[src/rtl/cfgdec_pkg.sv]
package cfgdec_pkg;

    localparam int BYTE_W   = 8;
    localparam int NUM_REGS = 4;

    localparam logic [BYTE_W-1:0] HDR_WRITE = 8'h80;
    localparam logic [BYTE_W-1:0] HDR_READ  = 8'h81;
    localparam logic [BYTE_W-1:0] SUB_CODE  = 8'h01;

    // Register slots: 0 mask low, 1 mask high, 2 divider, 3 clock base
    localparam int SLOT_MASK_LO = 0;
    localparam int SLOT_MASK_HI = 1;
    localparam int SLOT_DIV     = 2;
    localparam int SLOT_BASE    = 3;

    typedef enum logic [2:0] {
        S_IDLE,
        S_WR_SUB,
        S_WR_ADDR,
        S_WR_DATA,
        S_RD_SUB,
        S_RD_ADDR,
        S_DROP
    } state_e;

    function automatic logic [BYTE_W-1:0] slot_addr(input int slot);
        case (slot)
            SLOT_MASK_LO: slot_addr = 8'h02;
            SLOT_MASK_HI: slot_addr = 8'h03;
            SLOT_DIV:     slot_addr = 8'h04;
            default:      slot_addr = 8'h0a;
        endcase
    endfunction

endpackage

[src/rtl/cfgdec_parser.sv]
module cfgdec_parser
    import cfgdec_pkg::*;
(
    input  logic              clk,
    input  logic              rst_n,
    input  logic              in_valid,
    input  logic [BYTE_W-1:0] in_byte,
    input  logic              in_last,
    output logic              wr_en,
    output logic              rd_en,
    output logic [BYTE_W-1:0] op_addr,
    output logic [BYTE_W-1:0] op_data,
    output state_e            state_q
);

    state_e            state_d;
    logic [BYTE_W-1:0] addr_q;

    // state register and captured write address
    always_ff @(posedge clk) begin
        if (!rst_n) begin
            state_q <= S_IDLE;
            addr_q  <= '0;
        end else begin
            state_q <= state_d;
            if (in_valid && state_q == S_WR_ADDR) begin
                addr_q <= in_byte;
            end
        end
    end

    // transitions
    always_comb begin
        state_d = state_q;
        if (in_valid) begin
            unique case (state_q)
                S_IDLE: begin
                    if (in_last)                  state_d = S_IDLE;
                    else if (in_byte == HDR_WRITE) state_d = S_WR_SUB;
                    else if (in_byte == HDR_READ)  state_d = S_RD_SUB;
                    else                           state_d = S_DROP;
                end
                S_WR_SUB: begin
                    if (in_last)                  state_d = S_IDLE;
                    else if (in_byte == SUB_CODE) state_d = S_WR_ADDR;
                    else                          state_d = S_DROP;
                end
                S_WR_ADDR: begin
                    if (in_last) state_d = S_IDLE;
                    else         state_d = S_WR_DATA;
                end
                S_WR_DATA: begin
                    if (in_last) state_d = S_IDLE;
                    else         state_d = S_DROP;
                end
                S_RD_SUB: begin
                    if (in_last)                  state_d = S_IDLE;
                    else if (in_byte == SUB_CODE) state_d = S_RD_ADDR;
                    else                          state_d = S_DROP;
                end
                S_RD_ADDR: begin
                    if (in_last) state_d = S_IDLE;
                    else         state_d = S_DROP;
                end
                S_DROP: begin
                    if (in_last) state_d = S_IDLE;
                end
                default: state_d = S_IDLE;
            endcase
        end
    end

    // operation strobes
    always_comb begin
        wr_en   = 1'b0;
        rd_en   = 1'b0;
        op_addr = addr_q;
        op_data = in_byte;
        unique case (state_q)
            S_WR_DATA: wr_en = in_valid && in_last;
            S_RD_ADDR: begin
                rd_en   = in_valid && in_last;
                op_addr = in_byte;
            end
            default: ;
        endcase
    end

endmodule

[src/rtl/cfgdec_regfile.sv]
module cfgdec_regfile
    import cfgdec_pkg::*;
(
    input  logic                           clk,
    input  logic                           rst_n,
    input  logic                           wr_en,
    input  logic                           rd_en,
    input  logic [BYTE_W-1:0]              op_addr,
    input  logic [BYTE_W-1:0]              op_data,
    output logic [NUM_REGS-1:0][BYTE_W-1:0] reg_vals,
    output logic                           rsp_valid,
    output logic [BYTE_W-1:0]              rsp_byte
);

    logic [BYTE_W-1:0] rd_value;

    for (genvar g = 0; g < NUM_REGS; g++) begin : g_slot
        localparam logic [BYTE_W-1:0] ADDR = slot_addr(g);
        always_ff @(posedge clk) begin
            if (!rst_n) begin
                reg_vals[g] <= '0;
            end else if (wr_en && op_addr == ADDR) begin
                reg_vals[g] <= op_data;
            end
        end
    end

    always_comb begin
        rd_value = '0;
        for (int i = 0; i < NUM_REGS; i++) begin
            if (op_addr == slot_addr(i)) rd_value = reg_vals[i];
        end
    end

    always_ff @(posedge clk) begin
        if (!rst_n) begin
            rsp_valid <= 1'b0;
            rsp_byte  <= '0;
        end else begin
            rsp_valid <= rd_en;
            if (rd_en) rsp_byte <= rd_value;
        end
    end

endmodule

[src/rtl/cfgdec_top.sv]
module cfgdec_top
    import cfgdec_pkg::*;
(
    input  logic        clk,
    input  logic        rst_n,
    input  logic        in_valid,
    input  logic [7:0]  in_byte,
    input  logic        in_last,
    output logic        rsp_valid,
    output logic [7:0]  rsp_byte,
    output logic [15:0] chan_mask,
    output logic [7:0]  clk_base,
    output logic [7:0]  rate_div
);

    logic                            wr_en;
    logic                            rd_en;
    logic [BYTE_W-1:0]               op_addr;
    logic [BYTE_W-1:0]               op_data;
    logic [NUM_REGS-1:0][BYTE_W-1:0] reg_vals;
    state_e                          parse_state;

    cfgdec_parser u_parser (
        .clk      (clk),
        .rst_n    (rst_n),
        .in_valid (in_valid),
        .in_byte  (in_byte),
        .in_last  (in_last),
        .wr_en    (wr_en),
        .rd_en    (rd_en),
        .op_addr  (op_addr),
        .op_data  (op_data),
        .state_q  (parse_state)
    );

    cfgdec_regfile u_regs (
        .clk       (clk),
        .rst_n     (rst_n),
        .wr_en     (wr_en),
        .rd_en     (rd_en),
        .op_addr   (op_addr),
        .op_data   (op_data),
        .reg_vals  (reg_vals),
        .rsp_valid (rsp_valid),
        .rsp_byte  (rsp_byte)
    );

    assign chan_mask = {reg_vals[SLOT_MASK_HI], reg_vals[SLOT_MASK_LO]};
    assign rate_div  = reg_vals[SLOT_DIV];
    assign clk_base  = reg_vals[SLOT_BASE];

endmodule

[config.mk]
export PLATFORM = sky130hd
export DESIGN_NAME = cfgdec_top
export DESIGN_NICKNAME = d
export VERILOG_FILES = /design/src/rtl/cfgdec_pkg.sv /design/src/rtl/cfgdec_parser.sv /design/src/rtl/cfgdec_regfile.sv /design/src/rtl/cfgdec_top.sv
export SDC_FILE = /design/constraint.sdc
export NUM_CORES = 1
export LEC_CHECK = 0
export ABC_CLOCK_PERIOD_IN_PS = 2600
export BUFFER_PORTS_ARGS = -buffer_cell sky130_fd_sc_hd__buf_4
export CORE_MARGIN = 5
export CORE_UTILIZATION = 55
export CTS_CLUSTER_DIAMETER = 40
export DETAILED_ROUTE_END_ITERATION = 8
export PLACE_DENSITY = 0.79
export SLEW_MARGIN = 20
export SYNTH_ARGS = -nofsm -noshare
export SYNTH_HDL_FRONTEND = slang
export SYNTH_HIERARCHICAL = 1
export SYNTH_SLANG_ARGS = --single-unit
[constraint.sdc]
create_clock -name clk -period 2.6 [get_ports clk]
set_input_delay 0.13 -clock clk [delete_from_list [all_inputs] [get_ports clk]]
set_output_delay 0.13 -clock clk [all_outputs]
set_load 0.1 [all_outputs]
Yosys cells after proc, flatten, opt, wreduce, memory -nomap -nowiden
Cells that the tools add are included.

Output and inout bits: 41. Logic and storage cells: 49. Register bits after elaboration: 52. Bits of input ports: 12.

Reductions and logical operators: 9. Muxes and demuxes: 18. Equality and inequality tests: 14.

Operator list (number): $mux 8 (5); $mux 3 (7); $pmux 3 s6 (1); $eq 8x2->1 const B (2); $eq 8x8->1 const B (2); $eq 3x3->1 const B (3); $eq 8x1->1 const B (1); $eq 8x3->1 const B (1); $eq 8x4->1 const B (1); $eq 3x2->1 const B (2); $logic_and 1x1->1 (6); $mux 2 (3); $eq 3x1->1 const B (1); $logic_not 3->1 (1); $mux 1 (2); $ne 2x2->1 const B (1); $reduce_and 2->1 (1); $reduce_or 2->1 (1).

Longest topological paths before layout
Gate-level depths: netlist of run 1.

Depth in word-level cells: 7. Mapped depth: 9. Gate-level depth less buffers: 7.

Cells and area by module
The synthesis of run 1 kept the hierarchy.

Modules (own cells, without submodules): cfgdec_regfile (times used 1, area an instance 1969.4 sq um, cells an instance 199, sequential area each 820.8 sq um); cfgdec_parser (times used 1, area an instance 803.3 sq um, cells an instance 90, sequential area each 220.2 sq um).

Worst setup path after synthesis of run 1
Ideal clock, no wire load.

Path type: reg2reg. Start: register u_parser.state_q[1]. End: register u_regs/reg_vals[10] in the netlist's numbering. Required time: 2528 ps. Arrival time: 1942 ps. Stages on the path, launching flop included: 9. Library setup time: 72 ps. Path slack: 586 ps. Clock period less this slack: 2014 ps. Buffers on the path: 2. Path through: dfxtp_1 > buf_6 > inv_1 > nand3_2 > mux2_2 > nor4_4 > and4_2 > buf_4 > mux2i_1.

Cells in the longest elaborated chain, start to end: 4. Elaborated cells between the ends (all ways): 6. Classes of those cells: 3 x eq/ne; 2 x mux; 1 x reduce/logical.

RTL lines: from (decl) (line cfgdec_parser.sv:13) `output state_e state_q`; from (signal assigned) (line cfgdec_parser.sv:25) `state_q <= state_d;`; $eq 3x3->1 (line cfgdec_parser.sv:79) `unique case (state_q)`; $mux 8 (line cfgdec_parser.sv:79); via op_addr[5] (line cfgdec_top.sv:18) `logic [BYTE_W-1:0] op_addr;`; $eq 8x2->1 (line cfgdec_regfile.sv:22) `end else if (wr_en && op_addr == ADDR) begin`; $logic_and 1x1->1 (line cfgdec_regfile.sv:22); to (signal, indexed assignment) (line cfgdec_regfile.sv:23) `reg_vals[g] <= op_data;`; to (decl) (line cfgdec_regfile.sv:10) `output logic [NUM_REGS-1:0][BYTE_W-1:0] reg_vals,`.

The timed path passes the listed nets, and every way through them passes these cells. A chain may end at the register's enable or synchronous reset.

Worst setup path after layout of run 1
Start: register u_parser.state_q[1]. End: register u_regs.rsp_byte[2].

Cells in the longest elaborated chain, start to end: 7. Elaborated cells between the ends (all ways): 11. Classes of those cells: 5 x eq/ne; 6 x mux.

RTL lines: $eq 3x3->1 * (line cfgdec_parser.sv:79); $mux 8 * (line cfgdec_parser.sv:79); via op_addr[3] (line cfgdec_top.sv:18); $eq 8x2->1 (line cfgdec_regfile.sv:31) `if (op_addr == slot_addr(i)) rd_value = reg_vals[i];`; $mux 8 (3 in series) (line cfgdec_regfile.sv:31); $mux 8 * (line cfgdec_regfile.sv:31); to (signal assigned) (line cfgdec_regfile.sv:41) `if (rd_en) rsp_byte <= rd_value;`; to (decl) (line cfgdec_regfile.sv:12) `output logic [BYTE_W-1:0] rsp_byte`.

The timed path passes the listed nets; every way through them passes the cells marked *.

==> summary.txt, run 1 <==
Status = completed
Kind of critical path = flop to flop
# IOs = 53
Power Density = 447.0 nW/um2
DIE HEIGHT = 81 um
Final Hold Viols = 0
Hold-fix buffers, CTS = 0
R2R cell count = 6
Design area = 3173 um2
Initial antenna violation count = 0
Worst Tran Pin Value = 1.076 ns
Power Total = 1418 uW
Final wirelength = 6421 um
Skew final = 0.006722 ns
CTS-repair resized insts = 0
Largest cells by area after synthesis = dfxtp_1 (38%), mux2i_1 (15%), nand2_1 (7.2%)
Vias = 2,175
Die area = 6561 um2
Worst setup SP type = flop
Fin crit period = 2.185 ns
TritonCTS clock tree = built
CTS Sinks = 52
Count of input and output buffers = 52
Vias in the first global route = 2,069
Leak pwr = 0.001392 uW
First-pass GRT wire length = 10,460 um
Synthesized area = 2773 um2
CTS Buf Count = 5
Dpl ws = 0.4313 ns
Synthesized instance count = 289
Critical path endpoint category = flop
Layout cells sized above 1 = 28.40%
Number of H-tree levels = 2
RSZ-0062 raised after global routing = no
VDD IR-drop max = 0.4229 mV
Reg clk slew, reported paths = 0.09 ns
Min-delay worst type = primary input to flop
Clk buf depth = 2
Most frequent cells in the layout = buf_4 (58), nand2_1 (53), dfxtp_1 (52), mux2i_1 (41), a22oi_1 (16)
GRT Util Overall = 20.97%
Top-area cell type share of the netlist area = 37.55%
Die X = 81 um
Switching share of power = 24.35%
# rows = 25
Reg power frac = 56.8%
P&R area growth vs syn = 14.44%
Syn_nets = 301
Period utilization = 84.04%
Worst Slack Setup Final = 0.4150 ns
Number of synthesized flops with an enable pin = 0
Yosys Warn Count = 6
Syn Area/Cell = 9.594 um2
Comb power frac = 9.9%
Clock Tree Root = clkbuf_8
Compound-cell area share of the yosys netlist = 14.44%
Largest net degree at the start of global routing = 53
Pint = 1073 uW
Post-Place Cell Area = 3079 um2
WHS = 0.1293 ns
Unique masters post-synth = 48
Synth async-reset ratio = 0%
P_sw = 345.3 uW
Leading area contributor after synthesis = dfxtp_1
Setup_tns = 0 ns
Fmax = 457.7 MHz
GP Congestion = 0.8075
Total core area = 4817 um2
Clock power frac = 33.2%
Post-Synth Simple-Gate Area = 22.29%
Hold depth = 3
#FFs+latches synth = 52
Antenna cells = 0
Commonest non-fill, non-tap cell in the layout = buf_4
Final setup viols = 0
Sequential share of the synthesized area = 37.55%
Relative slew slack = 28.15%
Post-CTS setup buffers = 0
Critical Path RT = 2.77 ns
GRT overflow = 0
Largest family of logic cells by synthesized area = simple AND/OR/NAND/NOR gates
Max-Cap Viols = 0
Routed Antenna Nets = 0
Most common flop cell mapped by yosys = dfxtp_1
DRT iter0 DRCs = 219
Synth Area in XOR/XNOR = 0%
Final nets = 335
Mux share of post-synthesis cell area = 17.64%
Latest clock arrival within the worst-skew pair = 0.30 ns
Wire per inst = 16.42 um
Post-DP HPWL = 4742 um
Final Max Tran Viols = 0
Critical Path Fanout Max = 20
Crit path arrival time = 2.35 ns
First-pass DRT Iterations = 4
Residual DRC = 0
Initial Util = 57.56%
Post-Synth Adder-Cell Area = 0%
Vias per cell = 5.563
metrics by stage:
stage,utilization [%],instances
2_1_floorplan,-,289
3_3_place_gp,63.92,383
3_5_place_dp,63.92,383
4_1_cts,65.87,391
5_1_grt,65.87,391
6_report,65.87,391
path summary, 6_finish.rpt:
| check | start | end | slack [ns] |
|---|---|---|---|
| worst min register to register | u_regs/reg_vals[14]$_SDFFE_PN0P_ | u_regs/reg_vals[14]$_SDFFE_PN0P_ | 0.48 |
| worst max register to register | u_parser/state_q[1]$_SDFFE_PN0P_ | u_regs/rsp_byte[2]$_SDFFE_PN0P_ | 0.42 |
| worst max-delay path | u_parser/state_q[1]$_SDFFE_PN0P_ | u_regs/rsp_byte[2]$_SDFFE_PN0P_ | 0.42 |
| worst min-delay path | in_byte[5] | u_parser/addr_q[5]$_SDFFE_PN0P_ | 0.13 |
sequential cells by signal, indices dropped and copies added, names as in the netlist:
register          count
u_parser/addr_q       8
u_parser/state_q      3
u_regs/reg_vals      32
u_regs/rsp_byte       8
u_regs/rsp_valid      1
worst max-delay path, stage by stage, from the launching register on:
cell and delay (ns):
dfxtp_1 0.32, inv_1 0.09, nand3_2 0.21, mux2_2 0.55
nand4bb_1 0.44, o211ai_1 0.32, a22oi_1 0.12
synthesized netlist by cell type (2+ instances only):
library cell / number
buf_6: 4
inv_1: 3
mux2i_1: 41
nor2_1: 4
o211ai_1: 11
buf_4: 12
clkbuf_1: 6
nor3_1: 2
and3b_1: 8
o21ai_0: 10
buf_2: 6
nand4_1: 2
dfxtp_1: 52
o21ba_2: 8
mux2_2: 7
nand3_1: 3
a21oi_1: 2
a22oi_1: 16
nor2b_1: 10
nor3b_1: 2
nand2_1: 53
cells by family (layout without fill, tap and decap cells):
logic type             count (synthesis)  count (layout)
AND/OR/NAND/NOR                      100             100
flip-flops                            52              52
AO/OA/AOI/OAI                         55              55
multiplexers                          48              48
buffers and inverters                 34              69
cell type report:
type / count / area (um2)
clock inverters: 1 / 7.507
multi-input cells: 203 / 1508
inverters: 3 / 11.26
flip-flops and latches: 52 / 1041
well taps: 67 / 83.83
fillers: 425 / 1644
clock buffers: 7 / 86.33
repair buffers: 58 / 435.4
layer usage:
layer | part of all wire, % | track usage [%]
met2 | 47 | 31.44
met4 | 0.75 | 7.432
met5 | 0 | 0
met3 | 6.1 | 5.322
met1 | 46 | 29.15
power by group through the flow:
stage | clock network (uW) | registers, uW | logic [uW]
after floorplan | 0 | 824 | 112
after global placement | 0 | 825 | 140
after detailed placement | 0 | 825 | 140
after CTS | 489 | 806 | 141
after global routing | 530 | 807 | 153
final | 471 | 806 | 141
(Power assumes the default switching activity.)
==> inputs of run 2 (changes only) <==
--- a/config.mk
+++ b/config.mk
@@ -5,13 +5,14 @@
 export SDC_FILE = /design/constraint.sdc
 export NUM_CORES = 1
 export LEC_CHECK = 0
-export ABC_CLOCK_PERIOD_IN_PS = 2600
+export ABC_AREA = 1
+export ABC_CLOCK_PERIOD_IN_PS = 1900
 export BUFFER_PORTS_ARGS = -buffer_cell sky130_fd_sc_hd__buf_4
 export CORE_MARGIN = 5
-export CORE_UTILIZATION = 55
+export CORE_UTILIZATION = 49
 export CTS_CLUSTER_DIAMETER = 40
 export DETAILED_ROUTE_END_ITERATION = 8
-export PLACE_DENSITY = 0.79
+export PLACE_DENSITY = 0.75
 export SLEW_MARGIN = 20
 export SYNTH_ARGS = -nofsm -noshare
 export SYNTH_HDL_FRONTEND = slang
==> constraint.sdc (replaced) <==
create_clock -name clk -period 1.9 [get_ports clk]
set_input_delay 0.095 -clock clk [delete_from_list [all_inputs] [get_ports clk]]
set_output_delay 0.095 -clock clk [all_outputs]
set_load 0.1 [all_outputs]
==> summary.txt, run 2 <==
Vias in the first global route = 2,296 (+11%)
GP Congestion = 0.8128 (+0.66%)
Synthesized instance count = 376 (+30%)
CTS Sinks = 52 (unchanged)
Max-Cap Viols = 0 (unchanged)
GRT Util Overall = 18.75% (-2.2 points)
Die area = 6991 um2 (+6.5%)
# IOs = 53 (unchanged)
VDD IR-drop max = 0.2779 mV (-34%)
Min-delay worst type = primary input to flop
Vias per cell = 5.250 (-5.6%)
Leading area contributor after synthesis = dfxtp_1
GRT Max-Usage Layer = met2
Total core area = 5172 um2 (+7.4%)
Kind of critical path = flop to flop
Final nets = 444 (+33%)
Critical path endpoint category = flop
First-pass GRT wire length = 10,830 um (+3.5%)
Vias = 2,641 (+21%)
# rows = 26 (+4.0%)
Family with the most delay on the worst path = simple AND/OR/NAND/NOR gates
DIE HEIGHT = 83.61 um (+3.2%)
Final setup viols = 0 (unchanged)
Fin crit period = 1.843 ns (-0.3415 ns)
Crit path arrival time = 2.10 ns (-0.25 ns)
Status = completed
Final core utilization = 64.68% (-1.2 points)
Top-area cell type share of the netlist area = 39.21% (+1.7 points)
Initial Util = 51.33% (-6.2 points)
Finished Layout Cells = 503 (+29%)
P&R area growth vs syn = 26.01%
Period utilization = 97.03% (+13 points)
FF/Latch Area = 1044 um2 (+0.24%)
Antenna cells = 0 (unchanged)
DRT iter0 DRCs = 177 (-19%)
M1 GR Usage = 24.68% (-4.5 points)
Critical Path Fanout Max = 18 (-10%)
GR Util met2 = 30.44% (-1.0 points)
Layout cells sized above 1 = 26.56% (-1.8 points)
Clock Tree Root = clkbuf_8
Critical Path RT = 2.16 ns (-0.61 ns)
Critical path's largest stage delay = 0.35 ns (-0.20 ns)
Worst setup SP type = flop
Latest clock arrival within the worst-skew pair = 0.31 ns (about the same)
Wire per inst = 13.92 um (-15%)
Post-DP HPWL = 4784 um (+0.90%)
Cell breakdown of the critical path = inv_2 -> nand3_4 -> buf_6 -> o21ai_1 -> nor2_2 -> nand2_4 -> clkinv_8 -> nand2_4 -> nor2_8 -> buf_6 -> o21ai_1 -> a21oi_1
Clk buf depth = 2 (unchanged)
Final Max Tran Viols = 0 (unchanged)
Residual DRC = 0 (unchanged)
Met3 global-route usage = 4.344% (-0.98 points)
Reg clk slew, reported paths = 0.10 ns (about the same)
Worst path slowest cell = dfxtp_1
Fmax = 542.5 MHz (+19%)
First-pass DRT Iterations = 5 (+1)
Top Registers = u_regs/reg_vals: 32 flops, u_parser/addr_q: 8 flops, u_regs/rsp_byte: 8 flops
Unique masters post-synth = 28 (-42%)
Dpl ws = -0.04180 ns (-0.4731 ns)
Die X = 83.61 um (+3.2%)
Syn Area/Cell = 7.061 um2 (-26%)
Leak pwr = 0.001564 uW (+12%)
Most frequent cells in the layout = nand2_1 (82), buf_4 (61), a21oi_1 (59), inv_1 (51), dfxtp_1 (50)
GRT overflow = 0 (unchanged)
Routed Antenna Nets = 0 (unchanged)
Number of H-tree levels = 2 (unchanged)
WP buf/inv = 4 (+3)
Synthesized area = 2655 um2 (-4.2%)
#FFs+latches synth = 52 (unchanged)
Relative slew slack = 74.44% (+46 points)
Largest net degree at the start of global routing = 44 (-17%)
Hold-fix buffers, CTS = 0 (unchanged)
CTS Buf Count = 5 (unchanged)
Sequential share of the synthesized area = 39.21% (+1.7 points)
Number of synthesized flops with an enable pin = 0 (unchanged)
Synth cell count leaders = nand2_1 (84), a21oi_1 (60), dfxtp_1 (52)
Biggest register = u_regs/reg_vals
Area occupied by multi-input gates = 1309 um2 (-13%)
Most frequent cell after synthesis = nand2_1
Max FFs per register = 32 (unchanged)
Synth async-reset ratio = 0% (unchanged)
Commonest non-fill, non-tap cell in the layout = nand2_1
Count of input and output buffers = 52 (unchanged)
DP Cell Count = 488 (+27%)
Most common flop cell mapped by yosys = dfxtp_1
Initial antenna violation count = 0 (unchanged)
Worst Tran Pin Value = 0.3834 ns (-0.6921 ns)
Skew final = 0.01131 ns (+0.004588 ns)
Filler cell count = 468 (+10%)
Final wirelength = 7004 um (+9.1%)
Worst Slack Setup Final = 0.05651 ns (-0.3585 ns)
RSZ-0062 raised after global routing = yes
Yosys Warn Count = 6 (unchanged)
TritonCTS clock tree = built
Largest cells by area after synthesis = dfxtp_1 (39%), nand2_1 (12%), a21oi_1 (11%)
Syn_nets = 388 (+29%)
Power Density = 638.2 nW/um2 (+43%)
Final Hold Viols = 0 (unchanged)
Setup_tns = 0 ns (unchanged)
==> run 2: changes by cell type in the layout (fill, tap and decap cells not counted), sizes merged, moves of 8 or more <==
| cell | delta |
|---|---|
| and3b | -8 |
| o21ai | +37 |
| o21ba | -8 |
| a21oi | +61 |
| a22oi | -16 |
| buf | +9 |
| inv | +54 |
| nor2b | -11 |
| nor2 | +14 |
| mux2i | -41 |
| nand3 | +20 |
| nand2 | +35 |
| o211ai | -11 |
==> run 2: cell type report <==
type                       count  share of cell area [%]
tap                           70                   2.618
inverter                      58                   6.993
sequential                    52                   31.19
multi-input combinational    248                   39.12
clock buffer                   6                   2.169
timing repair buffer          67                   16.75
clock inverter                 2                   1.159
==> run 2: final timing paths <==
kind | endpoint | slack, ns | start | cells past startpoint
worst max-delay path | u_regs/reg_vals[5]$_SDFFE_PN0P_ | 0.06 | u_parser/state_q[1]$_SDFFE_PN0P_ | 12
worst min-delay path | u_parser/addr_q[2]$_SDFFE_PN0P_ | 0.07 | in_byte[2] | 3
worst max register to register | u_regs/reg_vals[5]$_SDFFE_PN0P_ | 0.06 | u_parser/state_q[1]$_SDFFE_PN0P_ | 12
worst min register to register | u_regs/rsp_byte[6]$_SDFFE_PN0P_ | 0.47 | u_regs/rsp_byte[6]$_SDFFE_PN0P_ | 2
==> run 2: logic make-up (layout without fill, tap and decap cells) <==
family,after synthesis,count (layout),share of synthesized area [%]
AOI/OAI and AO/OA,112,112,21.87
buffers and inverters,78,133,14.33
DFF,52,52,39.21
and+or+nand+nor,134,136,24.60
==> run 2: layer usage <==
layer  up-vias  wire length, um  share of wire (%)
met3         7              413                5.9
met1      1230             3174                 45
met2        81             3346                 48
met4         0               70                1.0
met5         -                0                  0
li1       1323                -                  -
==> run 2: worst reg2reg max path, delay by kind of cell (launching register included) <==
family          cells  cell delay [ns]
compound gates      3             0.26
buf+inv             4             0.51
flops               1             0.35
simple gates        5             0.65
==> run 2: what timing repair did <==
item                                    4_1_cts  5_1_grt
hold endpoints to repair                      0        0
endpoints found under the setup margin       19       29
setup buffers                                 0        5
pin swaps                                     0        3
gates cloned                                  0        2
resized for setup                             3       19
==> run 2: report_power, final <==
| part | total, uW | internal, uW | switching, uW |
|---|---|---|---|
| Clock | 772 | 398 | 374 |
| Sequential | 1110 | 1100 | 9.45 |
| Combinational | 252 | 78.5 | 173 |
| Total | 2140 | 1580 | 556 |
==> run 2: per-stage QoR <==
stage          hold WS (ns)  instance area, um2  total power, uW
4_1_cts             0.06777                3229             2126
3_5_place_dp         0.3950                3102             1360
2_1_floorplan        0.2120                2658             1309
6_report            0.07024                3346             2135
5_1_grt             0.08171                3346             2218
3_3_place_gp         0.3926                3102             1358
==> inputs of run 3 (changes only) <==
--- a/config.mk
+++ b/config.mk
@@ -6,13 +6,13 @@
 export NUM_CORES = 1
 export LEC_CHECK = 0
 export ABC_AREA = 1
-export ABC_CLOCK_PERIOD_IN_PS = 1900
+export ABC_CLOCK_PERIOD_IN_PS = 1700
 export BUFFER_PORTS_ARGS = -buffer_cell sky130_fd_sc_hd__buf_4
 export CORE_MARGIN = 5
-export CORE_UTILIZATION = 49
+export CORE_UTILIZATION = 55
 export CTS_CLUSTER_DIAMETER = 40
 export DETAILED_ROUTE_END_ITERATION = 8
-export PLACE_DENSITY = 0.75
+export PLACE_DENSITY = 0.8
 export SLEW_MARGIN = 20
 export SYNTH_ARGS = -nofsm -noshare
 export SYNTH_HDL_FRONTEND = slang
==> constraint.sdc (replaced) <==
create_clock -name clk -period 1.7 [get_ports clk]
set_input_delay 0.085 -clock clk [delete_from_list [all_inputs] [get_ports clk]]
set_output_delay 0.085 -clock clk [all_outputs]
set_load 0.1 [all_outputs]
==> summary.txt, run 3 (synthesis results as in run 2) <==
Layout cells sized above 1 = 28.70% (+2.1 points)
Die X = 79.48 um (-4.9%)
Max FFs per register = 32 (unchanged)
Switching share of power = 27.97% (+1.9 points)
Initial Util = 56.59% (+5.3 points)
Skew final = 0.007588 ns (-0.003721 ns)
First-pass DRT Iterations = 5 (unchanged)
First-pass GRT wire length = 11,250 um (+3.9%)
TritonCTS clock tree = built
Max-Cap Viols = 0 (unchanged)
Fmax = 546.1 MHz (+0.68%)
Filler cell count = 385 (-18%)
Final nets = 450 (+1.4%)
DIE HEIGHT = 79.48 um (-4.9%)
Commonest non-fill, non-tap cell in the layout = nand2_1
P&R area growth vs syn = 27.24%
Final wirelength = 7360 um (+5.1%)
Min-delay worst type = primary input to flop
Worst path slowest cell = dfxtp_2
Cell breakdown of the critical path = inv_4 -> nand3_4 -> nand2_2 -> o21ai_2 -> inv_2 -> nand2_4 -> nor2_4 -> buf_6 -> buf_4 -> nand3_1 -> nand2_1 -> inv_1 -> nand2_1 -> nand2_1 -> a21oi_1
Count of input and output buffers = 52 (unchanged)
Reg power frac = 54.2% (+2.1 points)
Reg2reg start = u_parser/state_q[1]$_SDFFE_PN0P_
Comb power frac = 12.8% (+1.0 points)
Critical Path RT = 1.95 ns (-0.21 ns)
Worst Slack Setup Final = -0.1311 ns (-0.1876 ns)
WP buf/inv = 5 (+1)
Period utilization = 107.7% (+11 points)
Biggest register = u_regs/reg_vals
Clk buf depth = 2 (unchanged)
CP startpoint = u_parser/state_q[1]$_SDFFE_PN0P_
Clock power frac = 33.0% (-3.1 points)
# IOs = 53 (unchanged)
Critical Path Fanout Max = 5 (-13)
Largest net degree at the start of global routing = 44 (unchanged)
Failing checks = negative setup slack
Hold-fix buffers, CTS = 0 (unchanged)
Latest clock arrival within the worst-skew pair = 0.31 ns (about the same)
Hold_sp = in_byte[4]
Top Registers = u_regs/reg_vals: 32 flops, u_parser/addr_q: 8 flops, u_regs/rsp_byte: 8 flops
RSZ-0062 raised after global routing = yes
Final Max Tran Viols = 0 (unchanged)
DRT iter0 DRCs = 222 (+25%)
Relative slew slack = 74.82% (+0.38 points)
Worst Tran Pin Value = 0.3778 ns (-0.005646 ns)
Critical path's largest stage delay = 0.34 ns (about the same)
R2R cell count = 15 (+3)
GRT overflow = 0 (unchanged)
Crit path arrival time = 2.08 ns (-0.02 ns)
Hold depth = 3 (unchanged)
Kind of critical path = flop to flop
P_sw = 642.9 uW (+16%)
CP most frequent cell = nand2_1
Vias = 2,700 (+2.2%)
Final setup viols = 18 (+18)
Pint = 1656 uW (+4.9%)
GRT Util Overall = 22.42% (+3.7 points)
CTS Buf Count = 5 (unchanged)
WHS = 0.07685 ns (+0.006607 ns)
Family with the most delay on the worst path = simple AND/OR/NAND/NOR gates
Number of H-tree levels = 2 (unchanged)
# rows = 25 (-3.8%)
Worst setup SP type = flop
Power Total = 2299 uW (+7.7%)
Critical path endpoint category = flop
Routed Antenna Nets = 0 (unchanged)
Fin crit period = 1.831 ns (-0.01237 ns)
Leak pwr = 0.001592 uW (+1.8%)
Reg clk slew, reported paths = 0.10 ns (about the same)
Vias in the first global route = 2,415 (+5.2%)
Final Hold Viols = 0 (unchanged)
Status = complete, but fails checks
VDD IR-drop max = 0.7660 mV (+180%)
Clock Tree Root = clkbuf_8
Initial antenna violation count = 0 (unchanged)
GP Congestion = 0.8110 (-0.22%)
CP Depth = 15 (+3)
CTS Sinks = 52 (unchanged)
Residual DRC = 0 (unchanged)
Power Density = 680.5 nW/um2 (+6.6%)
Most frequent cells in the layout = nand2_1 (82), buf_4 (66), a21oi_1 (58), inv_1 (50), dfxtp_1 (49)
Dpl ws = -0.05316 ns (-0.01136 ns)
Wire per inst = 14.93 um (+7.2%)
Total core area = 4692 um2 (-9.3%)
Antenna cells = 0 (unchanged)
Vias per cell = 5.477 (+4.3%)
Post-DP HPWL = 4900 um (+2.4%)
Die area = 6317 um2 (-9.6%)
[run 3: changes by cell type in the layout (fill, tap and decap cells not counted), sizes merged]
cell	delta
clkinv	+2
buf	+4
nand3	+1
bufinv	-1
[run 3: cell type report]
type	instances	area, um2	share of cell area, %
repair inverters	1	8.758	0.2593
repair buffers	71	569.3	16.85
multi-input cells	249	1348	39.89
clock buffers	6	82.58	2.444
well taps	54	67.56	2.000
clock inverters	2	13.76	0.4074
inverters	58	239.0	7.074
flip-flops and latches	52	1050	31.07
[run 3: path summary, 6_finish.rpt]
path	end	slack [ns]
worst max-delay path	u_regs/rsp_byte[0]$_SDFFE_PN0P_	-0.13
worst min-delay path	u_parser/addr_q[4]$_SDFFE_PN0P_	0.08
worst max register to register	u_regs/rsp_byte[0]$_SDFFE_PN0P_	-0.13
worst min register to register	u_regs/rsp_byte[3]$_SDFFE_PN0P_	0.47
[run 3: routing by layer]
metal  track usage, %  part of all wire [%]  up-vias
li1                 -                     -     1337
met1            30.66                    43     1218
met2            35.06                    47      123
met3            5.079                   7.9       22
met4            6.873                   2.2        0
met5                0                     0        -
[run 3: repair_timing]
action / CTS / global route
endpoints found under the setup margin: 29 / 40
cloned: 2 / 2
resized for setup: 4 / 16
setup buffers: 0 / 7
pin swaps: 3 / 5
[run 3: tightest hold or removal path, stage by stage]
cell,delay (ns)
buf_4,0.09
inv_1,0.06
a21oi_1,0.11
[run 3: power groups by stage]
stage	logic (uW)	clock network [uW]	registers, uW
global route	318	823	1250
floorplan	200	0	1270
global placement	252	0	1270
detailed placement	256	0	1270
finish	295	758	1250
CTS	261	756	1240
[run 3: through the flow]
stage / util [%] / TNS [ns] / std cells / area, um2
final: 72.00 / -0.6705 / 493 / 3378
after global routing: 72.00 / -5.732 / 493 / 3378
after CTS: 69.49 / 0 / 484 / 3261
after detailed placement: 66.64 / -0.7118 / 474 / 3127
after global placement: 66.64 / -0.01727 / 474 / 3127
after floorplan: - / 0 / 376 / 2719
